[src/rtl/zcpt_pkg.sv]
package zcpt_pkg;
   // Gate command pair for the two half-bridge switches.
   typedef struct packed {
      logic hi;
      logic lo;
   } gate_pair_t;
endpackage

[src/rtl/zcpt_period.sv]
// Edge detection, period measurement and loss-of-sync detection.
module zcpt_period #(
   parameter int CNT_W       = 16,
   parameter int TIMEOUT_CYC = 4096,
   parameter int SYNC_STAGES = 0
) (
   input  logic             clk,
   input  logic             rst_n,
   input  logic             zc_in,
   output logic             rise,
   output logic             tmo,
   output logic [CNT_W-1:0] meas,
   output logic [CNT_W-1:0] per_q,
   output logic             valid_q,
   output logic             no_sync_q
);
   localparam logic [CNT_W-1:0] TMO_LAST = CNT_W'(TIMEOUT_CYC - 1);

   logic             zc_s;
   logic             zc_d;
   logic             primed_q;
   logic [CNT_W-1:0] cnt_q;

   generate
      if (SYNC_STAGES == 0) begin : g_direct
         assign zc_s = zc_in;
      end else begin : g_sync
         logic [SYNC_STAGES-1:0] sh_q;
         always_ff @(posedge clk or negedge rst_n) begin
            if (!rst_n) begin
               sh_q <= '0;
            end else begin
               sh_q[0] <= zc_in;
               for (int i = 1; i < SYNC_STAGES; i++) sh_q[i] <= sh_q[i-1];
            end
         end
         assign zc_s = sh_q[SYNC_STAGES-1];
      end
   endgenerate

   assign rise = zc_s & ~zc_d;
   assign meas = cnt_q + CNT_W'(1);
   assign tmo  = ~rise & ~no_sync_q & (cnt_q == TMO_LAST);

   always_ff @(posedge clk or negedge rst_n) begin
      if (!rst_n) begin
         zc_d      <= 1'b0;
         cnt_q     <= '0;
         per_q     <= '0;
         valid_q   <= 1'b0;
         primed_q  <= 1'b0;
         no_sync_q <= 1'b0;
      end else begin
         zc_d <= zc_s;
         if (rise) begin
            cnt_q     <= '0;
            per_q     <= meas;
            valid_q   <= primed_q;
            primed_q  <= 1'b1;
            no_sync_q <= 1'b0;
         end else begin
            if (cnt_q != TMO_LAST) cnt_q <= cnt_q + CNT_W'(1);
            if (tmo) begin
               valid_q   <= 1'b0;
               primed_q  <= 1'b0;
               no_sync_q <= 1'b1;
            end
         end
      end
   end
endmodule

[src/rtl/zcpt_delay.sv]
// Turn-off delay from the measured period, phase command and gate delay.
module zcpt_delay #(
   parameter int CNT_W = 16,
   parameter int CMD_W = 8,
   parameter int GD_W  = 8
) (
   input  logic [CNT_W-1:0] meas,
   input  logic [CMD_W-1:0] cmd,
   input  logic [GD_W-1:0]  tgd,
   output logic [CNT_W-1:0] dly,
   output logic [CNT_W-1:0] half
);
   localparam int PW  = CNT_W + CMD_W;
   localparam int CW1 = CNT_W + 1;

   logic [PW-1:0]    prod;
   logic [CNT_W-1:0] lag;
   logic [CNT_W:0]   diff;

   // cmd/(2^m-1) is approximated by cmd/2^m; the extra /4 maps full scale to a quarter period
   assign prod = PW'(meas) * PW'(cmd);
   assign lag  = CNT_W'(prod >> (CMD_W + 2));
   assign half = meas >> 1;
   assign diff = {1'b0, half} - {1'b0, lag} - CW1'(tgd);
   assign dly  = diff[CNT_W] ? '0 : diff[CNT_W-1:0];
endmodule

[src/rtl/zcpt_gates.sv]
// Phase counter and gate sequencer with dead time.
module zcpt_gates
   import zcpt_pkg::*;
#(
   parameter int CNT_W    = 16,
   parameter int DEAD_CYC = 8
) (
   input  logic             clk,
   input  logic             rst_n,
   input  logic             rise,
   input  logic             valid,
   input  logic             tmo,
   input  logic [CNT_W-1:0] dly,
   input  logic [CNT_W-1:0] half,
   output gate_pair_t       gates
);
   localparam int            EW = CNT_W + 2;
   localparam logic [EW-1:0] DT = EW'(DEAD_CYC);

   logic [CNT_W-1:0] tcnt_q, dly_q, half_q;
   logic [EW-1:0]    t_now, t_hi_off, t_lo_on, t_lo_off, t_hi_on;
   logic             ev_hi_off, ev_lo_on, ev_lo_off, ev_hi_on, lo_set;
   gate_pair_t       g_q, g_n;

   assign t_now    = EW'(tcnt_q);
   assign t_hi_off = EW'(dly_q);
   assign t_lo_on  = t_hi_off + DT;
   assign t_lo_off = t_hi_off + EW'(half_q);
   assign t_hi_on  = t_lo_off + DT;

   assign ev_hi_off = valid & (t_now == t_hi_off);
   assign ev_lo_on  = valid & (t_now == t_lo_on);
   assign ev_lo_off = valid & (t_now == t_lo_off);
   assign ev_hi_on  = valid & (t_now == t_hi_on);
   assign lo_set    = ev_lo_on & ~g_q.hi;

   always_comb begin
      g_n = g_q;
      if (ev_hi_off) g_n.hi = 1'b0;
      if (ev_lo_off) g_n.lo = 1'b0;
      if (lo_set)    g_n.lo = 1'b1;
      if (ev_hi_on && !g_q.lo && !lo_set) g_n.hi = 1'b1;
      if (tmo) g_n = '0;
   end

   always_ff @(posedge clk or negedge rst_n) begin
      if (!rst_n) begin
         tcnt_q <= '0;
         dly_q  <= '0;
         half_q <= '0;
         g_q    <= '0;
      end else begin
         g_q <= g_n;
         if (rise) begin
            tcnt_q <= '0;
            dly_q  <= dly;
            half_q <= half;
         end else if (tcnt_q != '1) begin
            tcnt_q <= tcnt_q + CNT_W'(1);
         end
      end
   end

   assign gates = g_q;
endmodule

[src/rtl/zcpt_sampler.sv]
// Fractional accumulator giving 16 or 32 strobes per measured period.
module zcpt_sampler #(
   parameter int CNT_W = 16
) (
   input  logic             clk,
   input  logic             rst_n,
   input  logic             rise,
   input  logic             valid,
   input  logic             x32,
   input  logic [CNT_W-1:0] per,
   output logic             tick
);
   localparam int AW = CNT_W + 1;

   logic [AW-1:0] acc_q, step, sum, per_x;

   assign step  = x32 ? AW'(32) : AW'(16);
   assign sum   = acc_q + step;
   assign per_x = AW'(per);

   always_ff @(posedge clk or negedge rst_n) begin
      if (!rst_n) begin
         acc_q <= '0;
         tick  <= 1'b0;
      end else if (rise) begin
         acc_q <= step;
         tick  <= 1'b0;
      end else if (valid && sum >= per_x) begin
         acc_q <= sum - per_x;
         tick  <= 1'b1;
      end else begin
         if (valid) acc_q <= sum;
         tick <= 1'b0;
      end
   end
endmodule

[src/rtl/zc_phase_timer.sv]
// Top: zero-crossing referenced phase timer for a half-bridge resonant stage.
module zc_phase_timer
   import zcpt_pkg::*;
#(
   parameter int CNT_W       = 16,
   parameter int CMD_W       = 8,
   parameter int GD_W        = 8,
   parameter int DEAD_CYC    = 8,
   parameter int TIMEOUT_CYC = 4096,
   parameter int SYNC_STAGES = 0
) (
   input  logic             clk,
   input  logic             rst_n,
   input  logic             zc_in,
   input  logic [CMD_W-1:0] phase_cmd,
   input  logic [GD_W-1:0]  gd_cnt,
   input  logic             samp_x32,
   output logic             hs_gate,
   output logic             ls_gate,
   output logic             cycle_clk,
   output logic             samp_tick,
   output logic             no_sync
);
   generate
      if (DEAD_CYC < 1 || CMD_W < 1 || CNT_W < 7 || GD_W > CNT_W ||
          TIMEOUT_CYC < 2 || TIMEOUT_CYC >= (1 << CNT_W) || SYNC_STAGES < 0) begin : g_bad_cfg
         $error("zc_phase_timer: parameter set out of range");
      end
   endgenerate

   logic             rise, tmo, valid;
   logic [CNT_W-1:0] meas, per_q, dly, half;
   gate_pair_t       gates;
   logic             cyc_q;

   zcpt_period #(
      .CNT_W(CNT_W), .TIMEOUT_CYC(TIMEOUT_CYC), .SYNC_STAGES(SYNC_STAGES)
   ) u_period (
      .clk(clk), .rst_n(rst_n), .zc_in(zc_in), .rise(rise), .tmo(tmo),
      .meas(meas), .per_q(per_q), .valid_q(valid), .no_sync_q(no_sync)
   );

   zcpt_delay #(
      .CNT_W(CNT_W), .CMD_W(CMD_W), .GD_W(GD_W)
   ) u_delay (
      .meas(meas), .cmd(phase_cmd), .tgd(gd_cnt), .dly(dly), .half(half)
   );

   zcpt_gates #(
      .CNT_W(CNT_W), .DEAD_CYC(DEAD_CYC)
   ) u_gates (
      .clk(clk), .rst_n(rst_n), .rise(rise), .valid(valid), .tmo(tmo),
      .dly(dly), .half(half), .gates(gates)
   );

   zcpt_sampler #(
      .CNT_W(CNT_W)
   ) u_sampler (
      .clk(clk), .rst_n(rst_n), .rise(rise), .valid(valid), .x32(samp_x32),
      .per(per_q), .tick(samp_tick)
   );

   always_ff @(posedge clk or negedge rst_n) begin
      if (!rst_n) cyc_q <= 1'b0;
      else        cyc_q <= rise;
   end

   assign cycle_clk = cyc_q;
   assign hs_gate   = gates.hi;
   assign ls_gate   = gates.lo;
endmodule

[config.mk]
export PLATFORM = sky130hd
export DESIGN_NAME = zc_phase_timer
export DESIGN_NICKNAME = d
export VERILOG_FILES = /design/src/rtl/zcpt_pkg.sv /design/src/rtl/zcpt_period.sv /design/src/rtl/zcpt_delay.sv /design/src/rtl/zcpt_gates.sv /design/src/rtl/zcpt_sampler.sv /design/src/rtl/zc_phase_timer.sv
export SDC_FILE = /design/constraint.sdc
export NUM_CORES = 1
export LEC_CHECK = 0
export BUFFER_PORTS_ARGS = -buffer_cell sky130_fd_sc_hd__buf_2
export CAP_MARGIN = 20
export CORE_ASPECT_RATIO = 0.6
export CORE_MARGIN = 8
export CORE_UTILIZATION = 45
export DETAILED_ROUTE_END_ITERATION = 10
export GPL_TIMING_DRIVEN = 0
export PLACE_DENSITY = 0.74
export RECOVER_POWER = 50
export SLEW_MARGIN = 5
export SYNTH_ARGS = -nofsm -noshare
export SYNTH_HDL_FRONTEND = slang
export SYNTH_SLANG_ARGS = --single-unit
[constraint.sdc]
create_clock -name clk -period 7.9 [get_ports clk]
set_input_delay 1.185 -clock clk [delete_from_list [all_inputs] [get_ports clk]]
set_output_delay 1.185 -clock clk [all_outputs]
set_load 0.01 [all_outputs]
==> metrics list <==
- EDFF count, synth: 0
- The die is 141 um tall.
* Largest family of logic cells by synthesized area: adder cells
- Required time of the worst setup path: 8130 ps
- The initial antenna violation count came to 0.
- In the final timing run, aggregate negative setup slack is 0 ps.
- Top post-synthesis cells by area: sky130_fd_sc_hd__dfrtp_1, sky130_fd_sc_hd__fa_1, sky130_fd_sc_hd__ha_1
- Headroom to the max-slew limit came out at -94.6%.
* Post-synthesis instance area: 11700 sq um
- In the synthesized netlist the dominant register cell turns out to be sky130_fd_sc_hd__dfrtp_1.
* Post-Synthesis Cells: 1377
- In the final layout, the share of cells above drive strength 1 is 17.5%.
- Syn_nets: 1587
- Placeable core area: 25400 sq um
- Ranked by instance count, the synthesized netlist is headed by sky130_fd_sc_hd__inv_1, sky130_fd_sc_hd__nand2_1, sky130_fd_sc_hd__ha_1.
* CTS sink count: 89
- Of all flip-flops after synthesis, the portion carrying an async set or reset was 100%.
* Final Hold Fails: 0
- Counting along the longest clock path gives a buffer depth of 2.
- Global routing usage summed across all routing layers: 22.4%
- Kind of end point of the critical path: flip-flop
- Final antenna-violating net count: 0
- Clock root buffer: sky130_fd_sc_hd__clkbuf_16
- Area of the die: 31600 sq um
- Path category of the worst min-delay check: flip-flop to flip-flop
- A synthesized cell averages 8.51 sq um.
- The clock reaches the later pin of the worst-skew pair after 360 ps.
- After synthesis, flip-flops and latches occupy 19.0% of the total area.
* CTS clk-pin slew, worst paths: 80 ps
- The biggest area contributor in the post-synthesis netlist is sky130_fd_sc_hd__dfrtp_1.
- # DRC: 0
- Overflow after GRT: 0
- Entering global routing, the biggest net connects 55 pins.
- For this design the ratio of total power to cell area is 306 nW/um^2.
- Relative to the synthesized area, the layout overhead comes to 17.5%.
* Number of slew-limit violations in the final report: 92
- Using the TritonRoute via totals, the vias-per-cell ratio works out to 5.79.
- The worst setup path is launched from an input pin.
* Placed insts: 1757
* Final GP Congestion: 0.978
- Biggest fanout along the worst timing path: 7
* P_leak: 0.00652 uW
- The synthesized netlist devotes 21.1% of its cell area to simple gates.
- Worst path slowest cell: sky130_fd_sc_hd__fa_2
- The detailed router placed 10673 vias in this run.
* Post-synthesis share of cell area spent on xor and xnor gates: 10.4%
- Number of buffer and inverter stages on the critical path: 6
- Pin placement for this block handled 25 I/O pins.
- Crit path arrival time: 8120 ps
- TritonCTS built the clock tree.
* Placed wire-length estimate after detailed placement: 27.3 mm
* Number of buffers inserted by port buffering: 24
* Iteration-0 DRC Markers: 1059
- The checks that failed: capacitance limit, slew limit.
- The first global-routing pass estimated 55.9 mm of wire.
- Yosys printed 0 warnings.
- The worst-case IR drop observed on VDD is 0.238 mV.
- From left edge to right edge, the die measures 224 um.
- Period utilisation layout: 99.8%
- Number of global-route vias before repair: 10130
* RSZ-0062 raised after global routing: yes
- Compound-Gate Fraction of Synth Area: 15.1%
- Number of different library cells in the post-synthesis netlist: 92
- The portion of synthesized area spent on multiplexers is 1.21%.
* Drt first pass iters: 6
- Yosys reg bits: 89
- For the final database, setup skew stands at 10.4 ps.
- Leaving out filler cells and counting taps, the final layout contains 1842.
- The cell family contributing the most delay on the critical path is compound AO/OA/AOI/OAI gates.
- Number of endpoints failing setup at the final stage: 0
- After Yosys synthesis, full adders, half adders and majority gates account for 25.9% of the synthesized area.
- The routed design could run at a clock period as short as 7880 ps.
- Starting Density: 46.0%
* Type of the worst setup path: input pin to flip-flop
- The flow ran to the end, but the final reports show violations.
- The H-tree was split into 3 levels.
- In the final design database the tool counted 1695 nets.
* ANT cells: 0
- Timing would allow up to 0.127 GHz.
- Number of clock buffers inserted by TritonCTS: 9
- At the pin with the least slew margin, the transition time is 2920 ps.
- Yosys instantiated no cell more often than sky130_fd_sc_hd__inv_1.
* Maximum single-stage delay on the critical path: 590 ps
- # rows: 45
- The tool flagged a number of max-cap violations equal to 2.
- The routed design has 36.3 mm of wire.
- Summed over its instances, the top area cell type makes up 19.0% of the synthesized netlist area.
* Drt wl/cell: 19.7 um
* Most frequent cell on the critical path: sky130_fd_sc_hd__a21oi_2
-- worst paths after layout --
kind,from,endpoint,slack (ps),depth (start not counted)
min in group asynchronous,rst_n,u_gates.tcnt_q[14],1380,1
max in group asynchronous,rst_n,u_gates.dly_q[6],2930,2
worst max register to register,u_period.cnt_q[5],u_gates.dly_q[3],40,32
worst min register to register,u_period.primed_q,u_period.valid_q,500,2
worst min-delay path,u_period.primed_q,u_period.valid_q,500,2
worst max-delay path,phase_cmd[7],u_gates.dly_q[10],20,29
-- area by class of cell --
class	instances	area (sq um)
Buffer	51	328
Clock buffer	9	225
Clock inverter	7	72.6
Fill cell	2283	11700
Inverter	167	629
Multi-Input combinational cell	1069	9130
Sequential cell	89	2230
Tap cell	352	440
Timing Repair Buffer	98	707
-- power by group --
group	total, uW	switching, uW	internal (uW)
Sequential	720	159	561
Clock	443	219	224
Combinational	3050	1700	1350
-- logic make-up after synthesis --
family	Yosys count
simple gates	475
compound gates	254
buf+inv	219
fa+ha+maj	190
xor+xnor	136
flops	89
mux	14
-- cells in the final DEF, fill, tap and decap left out, types with 38 or more instances in the layout --
master                    count
sky130_fd_sc_hd__ha_1        95
sky130_fd_sc_hd__o21ai_0     60
sky130_fd_sc_hd__dfrtp_1     87
sky130_fd_sc_hd__nor2b_1     74
sky130_fd_sc_hd__inv_1      160
sky130_fd_sc_hd__xor2_1      50
sky130_fd_sc_hd__and2_1      38
sky130_fd_sc_hd__fa_1        83
sky130_fd_sc_hd__buf_4       73
sky130_fd_sc_hd__xnor2_1     67
sky130_fd_sc_hd__nor2_1      74
sky130_fd_sc_hd__nand2_1    112
-- metal layers --
metal	global-route usage (%)	vias to the layer above	part of all wire (%)	wire (um)
met2	29.3	592	39	14200
met3	8.97	47	14	5020
met5	0	-	0	0
met4	3.64	0	1.2	438
met1	33.9	5198	46	16600
li1	-	4836	-	-
-- what timing repair did --
item                                    CTS  global route
endpoints found under the setup margin   16            16
hold buffers                              0             0
buffers inserted                         34            35
cloned                                    1             0
pin swaps                                28            62
resized for setup                        65           104
-- registers in the layout (all words and copies together) (netlist names) --
signal              flops
cycle_clk               1
u_gates.dly_q          16
u_gates.gates           2
u_gates.tcnt_q         16
u_period.cnt_q         16
u_period.no_sync_q      1
u_period.per_q         16
u_period.primed_q       1
u_period.valid_q        1
u_period.zc_d           1
u_sampler.acc_q        17
u_sampler.tick          1
-- worst reg2reg max path: cells and delay by family (launching register included) --
| family | cells | cell delay (ps) |
|---|---|---|
| compound gates | 11 | 2360 |
| xor+xnor | 3 | 500 |
| fa+ha+maj | 6 | 2840 |
| buf+inv | 6 | 860 |
| flops | 1 | 420 |
| simple gates | 6 | 760 |
-- stage by stage --
step	hold WS [ps]	util, %	power [uW]	worst slack [ps]	instance area [sq um]
detailed placement	479	48.5	3290	-1350	12300
finish	501	54.1	4210	17.3	13800
global route	521	54.1	4580	-227	13800
global placement	468	48.3	3210	-1230	12300
floorplan	444	-	2660	39.6	11700
CTS	491	51.7	3890	1.22	13200
Note: power is estimated with default switching activity, not from simulation.
